## config.mk

```make
export PLATFORM = sky130hd
export DESIGN_NAME = e3_febe_mon
export DESIGN_NICKNAME = d
export VERILOG_FILES = /design/src/rtl/e3_febe_mon.sv
export SDC_FILE = /design/constraint.sdc
export NUM_CORES = 1
export LEC_CHECK = 0
export ABC_AREA = 1
export ABC_CLOCK_PERIOD_IN_PS = 2500
export BUFFER_PORTS_ARGS = -buffer_cell sky130_fd_sc_hd__buf_2
export CAP_MARGIN = 25
export CORE_ASPECT_RATIO = 2
export CORE_MARGIN = 2
export CORE_UTILIZATION = 55
export CTS_BUF_LIST = sky130_fd_sc_hd__clkbuf_16
export DETAILED_ROUTE_END_ITERATION = 16
export PLACE_DENSITY = 0.79
export SLEW_MARGIN = 5
export SYNTH_ARGS = -nofsm -noshare
export SYNTH_HDL_FRONTEND = slang
export SYNTH_SLANG_ARGS = --single-unit
```

## constraint.sdc

```tcl
create_clock -name clk -period 2.5 [get_ports clk]
set_clock_uncertainty 0.05 [all_clocks]
set_input_delay 0 -clock clk [delete_from_list [all_inputs] [get_ports clk]]
set_output_delay 0 -clock clk [all_outputs]
set_load 0.005 [all_outputs]
```

## src/rtl/e3_febe_mon.sv

```systemverilog
module e3_febe_mon (
  input  logic       clk,
  input  logic       rst_n,
  input  logic       rx_frame_stb,
  input  logic       rx_a_bit,
  input  logic       rx_bip_err,
  input  logic       tx_frame_stb,
  output logic       tx_a_bit,
  input  logic       reg_wr,
  input  logic       reg_rd,
  input  logic [1:0] reg_addr,
  input  logic [7:0] reg_wdata,
  output logic [7:0] reg_rdata
);
  localparam logic [15:0] CNT_MAX = 16'hFFFF;

  logic        chk_en, ins_en;
  logic [15:0] fe_cnt;
  logic [7:0]  lsb_snap;
  logic        err_pend, a_cur;

  wire rd_msb  = reg_rd && (reg_addr == 2'd1);
  wire fe_hit  = rx_frame_stb && rx_a_bit && chk_en;
  wire bip_hit = rx_frame_stb && rx_bip_err && ins_en;

  always_ff @(posedge clk) begin
    if (!rst_n) begin
      chk_en <= 1'b0;
      ins_en <= 1'b0;
    end else if (reg_wr && reg_addr == 2'd0) begin
      chk_en <= reg_wdata[0];
      ins_en <= reg_wdata[1];
    end
  end

  always_ff @(posedge clk) begin
    if (!rst_n) begin
      fe_cnt   <= '0;
      lsb_snap <= '0;
    end else if (rd_msb) begin
      lsb_snap <= fe_cnt[7:0];
      fe_cnt   <= {15'd0, fe_hit};
    end else if (fe_hit && fe_cnt != CNT_MAX) begin
      fe_cnt <= fe_cnt + 16'd1;
    end
  end

  always_ff @(posedge clk) begin
    if (!rst_n) begin
      err_pend <= 1'b0;
      a_cur    <= 1'b0;
    end else if (tx_frame_stb) begin
      a_cur    <= err_pend && ins_en;
      err_pend <= bip_hit;
    end else begin
      err_pend <= err_pend || bip_hit;
    end
  end

  assign tx_a_bit = a_cur && ins_en;

  always_comb begin
    reg_rdata = '0;
    if (reg_rd) begin
      case (reg_addr)
        2'd0:    reg_rdata = {6'd0, ins_en, chk_en};
        2'd1:    reg_rdata = fe_cnt[15:8];
        2'd2:    reg_rdata = lsb_snap;
        default: reg_rdata = '0;
      endcase
    end
  end
endmodule

```

-- Word level (Yosys, flattened, before mapping)
Cells that the tools add are included.
- memories: 0
- input bits: 18
- output and inout bits: 9
- bits in latches: 0
- bits in writable memories: 0
- bits in read-only memories: 0
- word-level logic and storage cells: 30
- register bits after elaboration: 28
- shift operators: 0
- order comparisons: 0
- divide/modulo/power cells: 0
- mux-type cells: 5
- bitwise logic cells: 1
- eq/ne operators: 3
- reduce and logical (&&, ||, !) cells: 13
- add/subtract/negate cells: 1
- $mul: 0
- operator list (operator ; number):
    8-bit one-hot mux with 3 select lines ; 1
    16-bit by 1-bit adder with 16-bit output (second input constant) ; 1
    16-bit != test (second input constant) ; 1
    1-bit logical AND ; 9
    8-bit 2-to-1 mux ; 1
    1-bit 2-to-1 mux ; 3
    2-bit by 1-bit == test with 1-bit output (second input constant) ; 1
    2-bit == test (second input constant) ; 1
    2-bit zero test ; 1
    2-bit nonzero test ; 1
    2-bit OR reduction ; 1
    1-bit logical OR ; 1
    1-bit NOT ; 1

-- Longest topological paths before layout
- depth after elaboration: 5
- depth in mapped cells: 10
- depth with buffers taken out: 10

-- Worst setup path after synthesis
OpenSTA, ideal clock, no wires.
- kind: register -> register
- from: reg fe_cnt[0]
- to: reg fe_cnt[11]
- buffers on the path: 1
- slack: 1.060 ns
- cell stages (with the launch flop): 10
- data required time: 2.335 ns
- library setup time: 0.115 ns
- period minus slack after synthesis: 1.440 ns
- arrival: 1.275 ns
- cell sequence: dfxtp_1 ha_1 nand2_1 nor2_1 nand2_1 nand2_1 nand2_4 buf_6 a21oi_1 nor2_1
- longest elaborated chain between the ends: 2
- elaborated cells on any way between the ends: 3
- those cells by class: add/sub: 1; eq/ne: 1; reduce/logical: 1
- ends and longest elaborated chain (what ; line ; source):
    from (decl) ; 18 ; logic [15:0] fe_cnt;
    from (signal assigned) ; 42 ; fe_cnt <= {15'd0, fe_hit};
    from (signal assigned) ; 44 ; fe_cnt <= fe_cnt + 16'd1;
    branches (longest 2 deep; another with 16-bit by 1-bit adder with 16-bit output) ; - ;
Parallel ways; which one is timed is not known.
A chain may end at the register's enable or synchronous reset.

-- Worst setup path after layout
- from: reg fe_cnt[0]
- to: reg fe_cnt[12]
Same word-level chain as after synthesis.

==> impl_metrics.csv <==
group,metric,value,unit
run_status,status,"finished, final reports clean",
die,die_area,3120,sq um
synth,synth_compound_area_share,15.1,%
synth,yosys.area_share.adder,0.855,%
synth,synth_top_family_by_area,"simple AND/OR/NAND/NOR gates",
clocking,cts_sinks,28,
hold_path,hp-class,"in2reg",
placement,gp_congestion,0.873,
worst_setup_path,crit_path_start_kind,"register",
synth,synthMuxAreaShare,0,%
clocking,cts_tree,"yes",
sta,hold_slack,0.0389,ns
die,die_w,40.5,um
clocking,worstSkewPairLatency,0.26,ns
sta,tightest_slew,0.376,ns
synth,ys_top_cells_by_count,"66 x nand2_1, 33 x nor2_1, 28 x dfxtp_1",
clocking,numCtsBuffers,3,
cells_and_area,area_growth,18.6,%
cells_and_area,stdcell_area,1740,sq um
sta,finalCritPeriodShare,65.2,%
synth,synth_area,1460,sq um
synth,synth_area_per_cell,6.45,sq um
synth,yosys.area.top_type,"dfxtp_1",
synth,synth_top_area_share,38.3,%
synth,synth_xor_area_share,2.99,%
grt,grt.total_usage,27.7,%
placement,placed_area,1580,sq um
detailed_routing,firstDrtPassIters,4,
sta,fmax,0.614,GHz
pwr,leakagePower,0.723,nW
clocking,cts.reportedPaths.clkPinSlew,0.07,ns
synth,synth_nets,246,
clocking,cts_max_level,1,
sta,maxSlewViolCount,0,
grt,grt_first_pass_wirelength,6070,um
sta,rsz0062_at_grt,"false",
worst_setup_path,critPathCaptureType,"register",
worst_setup_path,critPathBufInv,0,
sta,finalHoldViolations,0,
cells_and_area,drive_gt1_share,12.3,%
detailed_routing,wl_met1,1300,um
synth,ys_warn_count,0,
synth,synthCells,227,
synth,synth_edf_count,0,
worst_setup_path,cp_max_fo,6,
placement,preCtsSetupSlack,0.889,ns
detailed_routing,ant_nets,0,
placement,post-dp-hpwl,2610,um
placement,port_buffers,20,
synth,ys.flop_type,"dfxtp_1",
pwr,design_power_total,1.00,mW
cells_and_area,nets,272,
die,coreArea,2540,sq um
worst_setup_path,criticalPathCategory,"reg2reg",
clocking,clock-root-buffer,"clkbuf_16",
placement,dp_cells,271,
cells_and_area,final_util,68.4,%
worst_setup_path,cpMaxStageDelayCell,"dfxtp_1",
die,fp.dieH,77.0,um
detailed_routing,totalWireLength,3540,um
detailed_routing,vias_per_cell,5.41,
synth,async_reset_ff_share,0,%
sta,slew_headroom,74.9,%
worst_setup_path,slowest_delay,0.38,ns
synth,yosysSeqAreaShare,38.3,%
grt,gr-total-overflow,0,
worst_setup_path,cp_data_arrival_time,1.74,ns
grt,antenna_found_initial,0,
worst_setup_path,cp_top_family,"simple AND/OR/NAND/NOR gates",
synth,yosys.cell_types.count,24,
sta,fin_tns_setup,0,ns
worst_setup_path,timing.reg2reg.setup_slack,0.87,ns
synth,ys_ff_latch,28,
detailed_routing,wire_per_inst,12.6,um
detailed_routing,wl_met3,166,um
worst_setup_path,required,2.61,ns
detailed_routing,vias,1516,
pwr,peakVddDrop,341,uV
cells_and_area,antenna_cells,0,
detailed_routing,drt_iter0_drc,72,
die,start_util,57.7,%
synth,yosys-top-cells-area,"dfxtp_1 38%, nand2_1 17%, nor2_1 8.5%, a21oi_1 7.2%, inv_1 6.7%",
synth,yosys.cell_count.top_type,"nand2_1",
job,maxCapViolations,0,
sta,setup_ws,0.871,ns
pwr,power.density,576,nW/um^2
worst_setup_path,crit_chain,"ha_1 -> nand2_1 -> nor2_1 -> nand2_1 -> nor2_1 -> nand3_1 -> nand2_1 -> nor2_1",
die,ios,27,
grt,grt_pass1_vias,1373,
synth,synthSimpleGateAreaFrac,33.5,%
clocking,cts_buffer_depth,2,
detailed_routing,routed.top_layer,"met4",
die,num_rows,26,
cells_and_area,fin_cells,280,
detailed_routing,wl_met2,1880,um
sta,min_period,1.63,ns
detailed_routing,drc,0,
grt,grt_max_degree,20,
sta,setup_viol,0,
[sequential cells by signal (all words and copies together) (netlist names)]
name,flops
lsb_snap,8
fe_cnt,16
ins_en,1
err_pend,1
a_cur,1
chk_en,1
[layout by cell type (no fill, tap or decap), types with 3 or more instances in the layout]
cell	n
a21oi_1	21
nand3_1	13
dfxtp_1	28
xor2_1	4
nor2_1	33
inv_1	26
clkbuf_16	3
nand2_1	66
o21ai_0	11
dlygate4sd3_1	5
o32ai_1	3
buf_2	20
[timing repair]
item | CTS | global route
setup buffers | 0 | 0
hold endpoints to repair | 4 | 0
hold buffers | 5 | 0
resized for setup | 0 | 0
[worst register-to-register path, stage by stage, from the launching register on]
cell	delay, ns
dfxtp_1	0.38
ha_1	0.28
nand2_1	0.08
nor2_1	0.10
nand2_1	0.08
nor2_1	0.32
nand3_1	0.13
nand2_1	0.08
nor2_1	0.04
[cells by family after synthesis]
kind of cell | after synthesis
compound gates | 40
xor+xnor | 5
fa+ha+maj | 1
buf+inv | 33
flops | 28
simple gates | 120
[final timing paths]
path               start           to  cells after the start
max reg2reg    fe_cnt[0]   fe_cnt[12]                      8
min reg2reg  lsb_snap[7]  lsb_snap[7]                      2
max            fe_cnt[0]   fe_cnt[12]                      8
min                rst_n        a_cur                      3
[power by group]
| group | leakage (nW) | internal [mW] | switching (mW) |
|---|---|---|---|
| combinational | 0.445 | 0.0278 | 0.0446 |
| clock | 0.0511 | 0.319 | 0.148 |
| sequential | 0.227 | 0.456 | 0.00524 |
| total | 0.723 | 0.802 | 0.198 |
[area by class of cell]
class | instances | area (sq um)
clock buffer | 3 | 75.1
timing repair buffer | 27 | 165
multi-input combinational | 166 | 768
fill | 232 | 801
tap | 28 | 35.0
sequential | 28 | 561
clock inverter | 1 | 30.0
inverter | 27 | 103
[per-layer routing]
metal  vias to the layer above  GRT usage (%)
li1                        778              -
met1                       661           29.6
met2                        61           46.0
met3                        16           5.78
met4                         0           15.0
met5                         -              0
Note: power is estimated with default switching activity, not from simulation.
